File: config.mk
export PLATFORM = sky130hd
export DESIGN_NAME = ext_irq_flags
export DESIGN_NICKNAME = d
export VERILOG_FILES = /design/src/rtl/ext_irq_pkg.sv /design/src/rtl/irq_input_sync.sv /design/src/rtl/irq_flag_bit.sv /design/src/rtl/ext_irq_flags.sv
export SDC_FILE = /design/constraint.sdc
export NUM_CORES = 1
export LEC_CHECK = 0
export BUFFER_PORTS_ARGS = -buffer_cell sky130_fd_sc_hd__buf_2
export CAP_MARGIN = 20
export CORE_MARGIN = 2
export CORE_UTILIZATION = 46
export CTS_BUF_LIST = sky130_fd_sc_hd__clkbuf_8
export DETAILED_ROUTE_END_ITERATION = 16
export GPL_ROUTABILITY_DRIVEN = 0
export GPL_TIMING_DRIVEN = 0
export PLACE_DENSITY = 0.82
export SLEW_MARGIN = 10
export SYNTH_ARGS = -nofsm -noshare
export SYNTH_HDL_FRONTEND = slang
export SYNTH_SLANG_ARGS = --single-unit
File: constraint.sdc
create_clock -name clk -period 0.88 [get_ports clk]
set_input_delay 0.088 -clock clk [delete_from_list [all_inputs] [get_ports clk]]
set_output_delay 0.088 -clock clk [all_outputs]
set_load 0.03 [all_outputs]
File: src/rtl/ext_irq_pkg.sv
package ext_irq_pkg;

  // Set condition for one line: edge mode uses the synchronized falling
  // edge, level mode uses the synchronized low level.
  function automatic logic line_set(input logic edge_mode,
                                    input logic lvl,
                                    input logic fell);
    return edge_mode ? fell : ~lvl;
  endfunction

  // Whether an acknowledge may clear the flag: always in edge mode,
  // only with the line released (high) in level mode.
  function automatic logic ack_may_clear(input logic edge_mode,
                                         input logic lvl);
    return edge_mode | lvl;
  endfunction

  // Next flag value: a set beats any clear.
  function automatic logic flag_next(input logic cur,
                                     input logic set,
                                     input logic clr);
    return set | (cur & ~clr);
  endfunction

endpackage

File: src/rtl/irq_input_sync.sv
module irq_input_sync #(
  parameter int unsigned WIDTH  = 6,
  parameter int unsigned STAGES = 2
) (
  input  logic             clk,
  input  logic             rst_n,
  input  logic [WIDTH-1:0] din,
  output logic [WIDTH-1:0] lvl,
  output logic [WIDTH-1:0] fell
);

  localparam int unsigned LAST = STAGES - 1;

  for (genvar g = 0; g < WIDTH; g++) begin : g_line
    logic [STAGES-1:0] shr;
    logic              prev;

    // Lines idle high, so the chain resets high and no false edge appears.
    always_ff @(posedge clk or negedge rst_n) begin
      if (!rst_n) begin
        shr  <= '1;
        prev <= 1'b1;
      end else begin
        shr  <= {shr[STAGES-2:0], din[g]};
        prev <= shr[LAST];
      end
    end

    assign lvl[g]  = shr[LAST];
    assign fell[g] = prev & ~shr[LAST];
  end

endmodule

File: src/rtl/irq_flag_bit.sv
module irq_flag_bit
  import ext_irq_pkg::*;
(
  input  logic clk,
  input  logic rst_n,
  input  logic edge_mode,
  input  logic lvl,
  input  logic fell,
  input  logic rd_strobe,
  input  logic wr_strobe,
  input  logic wr_bit,
  input  logic ack_hit,
  output logic flag,
  output logic set_ev,
  output logic sw_clr_ev,
  output logic ack_clr_ev
);

  logic marked;

  assign set_ev     = line_set(edge_mode, lvl, fell);
  assign sw_clr_ev  = wr_strobe & ~wr_bit & marked;
  assign ack_clr_ev = ack_hit & ack_may_clear(edge_mode, lvl);

  // Read mark: remembers that software saw this flag as 1.
  always_ff @(posedge clk or negedge rst_n) begin
    if (!rst_n)         marked <= 1'b0;
    else if (wr_strobe) marked <= 1'b0;
    else if (rd_strobe) marked <= flag;
  end

  always_ff @(posedge clk or negedge rst_n) begin
    if (!rst_n) flag <= 1'b0;
    else        flag <= flag_next(flag, set_ev, sw_clr_ev | ack_clr_ev);
  end

endmodule

File: src/rtl/ext_irq_flags.sv
module ext_irq_flags #(
  parameter int unsigned LINES  = 6,
  parameter int unsigned DATA_W = 8,
  parameter int unsigned IDX_W  = 3,
  parameter int unsigned STAGES = 2
) (
  input  logic              clk,
  input  logic              rst_n,
  input  logic              rd_en,
  input  logic              wr_en,
  input  logic [DATA_W-1:0] wr_data,
  output logic [DATA_W-1:0] rd_data,
  input  logic [LINES-1:0]  irq_n,
  input  logic [LINES-1:0]  sense_edge,
  input  logic              ack_valid,
  input  logic [IDX_W-1:0]  ack_idx,
  output logic [LINES-1:0]  pending
);

  localparam int unsigned PAD = DATA_W - LINES;

  logic [LINES-1:0] lvl;
  logic [LINES-1:0] fell;
  logic [LINES-1:0] flags;
  logic [LINES-1:0] ack_hit;
  logic [LINES-1:0] set_ev;
  logic [LINES-1:0] sw_clr_ev;
  logic [LINES-1:0] ack_clr_ev;
  logic             rd_strobe;

  // A read coinciding with a write takes no marks.
  assign rd_strobe = rd_en & ~wr_en;

  irq_input_sync #(.WIDTH(LINES), .STAGES(STAGES)) u_sync (
    .clk   (clk),
    .rst_n (rst_n),
    .din   (irq_n),
    .lvl   (lvl),
    .fell  (fell)
  );

  for (genvar g = 0; g < LINES; g++) begin : g_bit
    assign ack_hit[g] = ack_valid && (ack_idx == IDX_W'(g));

    irq_flag_bit u_bit (
      .clk        (clk),
      .rst_n      (rst_n),
      .edge_mode  (sense_edge[g]),
      .lvl        (lvl[g]),
      .fell       (fell[g]),
      .rd_strobe  (rd_strobe),
      .wr_strobe  (wr_en),
      .wr_bit     (wr_data[g]),
      .ack_hit    (ack_hit[g]),
      .flag       (flags[g]),
      .set_ev     (set_ev[g]),
      .sw_clr_ev  (sw_clr_ev[g]),
      .ack_clr_ev (ack_clr_ev[g])
    );
  end

  assign rd_data = {{PAD{1'b0}}, flags};
  assign pending = flags;

endmodule

==> flow_summary_export.csv <==
group,metric,value,unit
timing,grt_setup_unrepaired,"true",
floorplan,die_area,0.003063,sq mm
logic_synthesis,synth_largest_area_cell,"sky130_fd_sc_hd__dfstp_2",
logic_synthesis,syn_inst,89,
timing,final-max-slew-violation-count,0,
floorplan,fp.coreArea,0.002477,sq mm
detailed_routing,drt_iter0_markers,8,
clocking,cts_tree,"done",
clocking,clk_path_buf_depth,2,
cells_and_area,layout.nets,173,
power,power.clock.fraction,32.0,%
logic_synthesis,synthDominantCellAreaShare,39.01,%
logic_synthesis,synth-async-reset-ratio,100.0,%
placed_design,placed_area,0.001434,sq mm
floorplan,fp.dieW,55.34,um
placed_design,portBuffers,36,
logic_synthesis,ys_seq_elements,30,
worst_hold_path,worst_hold_path.num_cells,3,
cells_and_area,final_area,0.001794,sq mm
clocking,cts.root.buffer_cell,"sky130_fd_sc_hd__clkbuf_8",
logic_synthesis,number_of_synthesized_flops_with_an_enable_pin,0,
critical_path,worst_ep_required_time,0.79,ns
critical_path,crit_path_max_fanout,4,
logic_synthesis,synth.mux.area_fraction,4.954,%
timing,worst_hold_check_slack,0.1307,ns
logic_synthesis,synth.yosys.warnings,0,
outcome,outcome,"finished, violations left",
logic_synthesis,share_of_the_synthesized_netlist_area_taken_by_xor_and_xnor_gates,0,%
timing,setup_ws,-0.1632,ns
logic_synthesis,synthTopCellsByArea,"sky130_fd_sc_hd__dfstp_2 (39%), sky130_fd_sc_hd__dfrtp_1 (25%), sky130_fd_sc_hd__buf_4 (8.7%)",
power,total_power,3.360,mW
grt,grt_overflow,0,
timing,tightestPinTransition,0.5094,ns
floorplan,core.rowCount,18,
critical_path,critical_path_source_type,"flop",
power,power.sequential.fraction,47.1,%
timing,fin_crit_sh,118.5,%
detailed_routing,routed-via-count,825,
timing,worst_skew,0.001013,ns
logic_synthesis,yosys-top-cells-count,"sky130_fd_sc_hd__dfstp_2 (18), sky130_fd_sc_hd__buf_4 (14), sky130_fd_sc_hd__dfrtp_1 (12)",
detailed_routing,firstDrtPassIters,4,
timing,fmax,958.6,MHz
clocking,worst_setup_hold_path_clk_slew,0.06,ns
worst_hold_path,min_path_type,"input port to flop",
clocking,cts_num_sinks,30,
outcome,failed_checks,"negative setup slack",
timing,min_period,1.043,ns
placed_design,dp_hpwl,1545,um
logic_synthesis,syn_area_per_cell,13.62,sq um
clocking,cts_buffers,5,
power,internal-power,2.526,mW
cells_and_area,area_growth,47.99,%
clocking,clock_latency,0.27,ns
cells_and_area,final_layout_size_suffix_gt1_share,60.27,%
placed_design,place_worst_setup_slack,-0.007449,ns
grt,groute.usage.overall,15.89,%
power,leak_pwr,0.8671,nW
logic_synthesis,dominant_combinational_cell_family_by_area_after_synthesis,"simple AND/OR/NAND/NOR gates",
flow_run,maxCapViolations,0,
critical_path,worst-r2r-cell-count,2,
cells_and_area,final_util,72.42,%
power,power_frac_comb,20.9,%
critical_path,critPathArrivalTime,0.96,ns
logic_synthesis,post_synthesis_instance_area,0.001212,sq mm
detailed_routing,drt-vias-per-instance,4.688,
power,cellPowerDensity,1873,mW/mm^2
power,p_sw,834.6,uW
logic_synthesis,ys_types,20,
logic_synthesis,synth-seq-area-share,63.78,%
critical_path,worstSetupEndpointType,"primary output",
grt,antenna_found_initial,0,
logic_synthesis,post_synthesis_share_of_cell_area_spent_on_and_or_nand_and_nor_gates,13.93,%
logic_synthesis,most_frequent_cell_after_synthesis,"sky130_fd_sc_hd__dfstp_2",
detailed_routing,wire_per_inst,12.75,um
critical_path,path_class,"flop to primary output",
clocking,h-tree-depth,2,
floorplan,die-height,55.34,um
logic_synthesis,share_of_the_synthesized_area_in_compound_gates_ao_oa_aoi_oai,5.160,%
logic_synthesis,post_synth_fa_ha_maj_area_fraction,0,%
critical_path,r2r_slack,0,ns
detailed_routing,detail_route.drc_violations,0,
floorplan,initial_cell_density_of_the_core,48.94,%
cells_and_area,count_of_fill_cells_added_during_filler_insertion,170,
timing,maxSlewHeadroom,65.57,%
logic_synthesis,primary_flip_flop_cell_chosen_by_synthesis_mapping,"sky130_fd_sc_hd__dfstp_2",
timing,setup_viol_count_final,13,
timing,finalHoldViolCount,0,
grt,grt_start_max_net_pins,31,
power,p_sw_share,24.84,%
floorplan,floorplan.io_pins,42,
detailed_routing,ant_nets,0,
cells_and_area,num_antenna_cells,0,
power,vdd_ir_drop_max,1.545,mV
detailed_routing,wl,2244,um
grt,grt_first_pass_wirelength,3836,um
grt,grt_pass1_vias,911,
## power groups by stage
stage,clock network (mW),registers [mW],logic (mW)
after global placement,0,1.58,0.484
after CTS,1.10,1.57,0.666
after detailed placement,0,1.59,0.493
after floorplan,0,1.57,0.340
final,1.08,1.58,0.702
after global routing,1.17,1.59,0.751
## path summary, 6_finish.rpt
path,endpoint,startpoint
setup / recovery,pending[0],g_bit[0].u_bit.flag
hold / removal,g_bit[5].u_bit.flag,sense_edge[5]
setup reg to reg,g_bit[2].u_bit.flag,g_bit[2].u_bit.marked
hold reg to reg,u_sync.g_line[2].shr[1],u_sync.g_line[2].shr[0]
max in group asynchronous,u_sync.g_line[4].shr[0],rst_n
min in group asynchronous,g_bit[3].u_bit.marked,rst_n
## cell usage in the layout, fill, tap and decap left out, types with 3 or more instances in the layout
master,count
sky130_fd_sc_hd__buf_4,3
sky130_fd_sc_hd__dlygate4sd3_1,7
sky130_fd_sc_hd__and3b_1,4
sky130_fd_sc_hd__inv_1,6
sky130_fd_sc_hd__clkbuf_8,6
sky130_fd_sc_hd__buf_2,24
sky130_fd_sc_hd__o32ai_2,4
sky130_fd_sc_hd__nor2_1,6
sky130_fd_sc_hd__buf_6,29
sky130_fd_sc_hd__dfrtp_1,11
sky130_fd_sc_hd__mux2i_1,6
sky130_fd_sc_hd__dfstp_2,18
sky130_fd_sc_hd__nor2b_1,4
## flip-flops by register name, indices dropped and copies added, names as in the netlist
signal and flops:
g_bit.u_bit.flag 6, g_bit.u_bit.marked 6, u_sync.g_line.prev 6, u_sync.g_line.shr 12
## what timing repair did
action / CTS / global route
setup buffers: 4 / 1
endpoints found under the setup margin: 14 / 31
hold buffers: 7 / 0
endpoints found under the hold margin: 18 / 0
pin swaps: 1 / 2
resized for setup: 33 / 13
## cell type report
type	count	area (sq um)	area share [%]
multi-input combinational	38	321.6	17.92
sequential	30	774.5	43.17
clock inverter	2	8.758	0.4881
tap	30	37.54	2.092
buffer	16	166.4	9.275
inverter	6	22.52	1.255
timing repair buffer	48	380.4	21.20
clock buffer	6	82.58	4.603
## critical path, stage by stage (launching register included)
cell and delay [ns]:
sky130_fd_sc_hd__dfrtp_2 0.44, sky130_fd_sc_hd__buf_6 0.12, sky130_fd_sc_hd__buf_6 0.12
## per-stage QoR
stage	instances	setup TNS [ns]
2_1_floorplan	90	0
3_3_place_gp	156	0
3_5_place_dp	156	-0.007449
4_1_cts	175	-1.825
5_1_grt	176	-2.376
6_report	176	-1.874
## metal layers
metal	vias up	global-route usage, %	share of wire (%)
li1	396	-	-
met1	400	16.95	41
met2	23	28.40	53
met3	6	5.386	3.7
met4	0	6.620	2.7
met5	-	0	0
## kinds of logic after synthesis
group           after synthesis
compound gates                6
buf+inv                      22
flops                        30
mux                           6
other cells                   1
simple gates                 24
No activity file was read; power rests on OpenSTA's default activity.
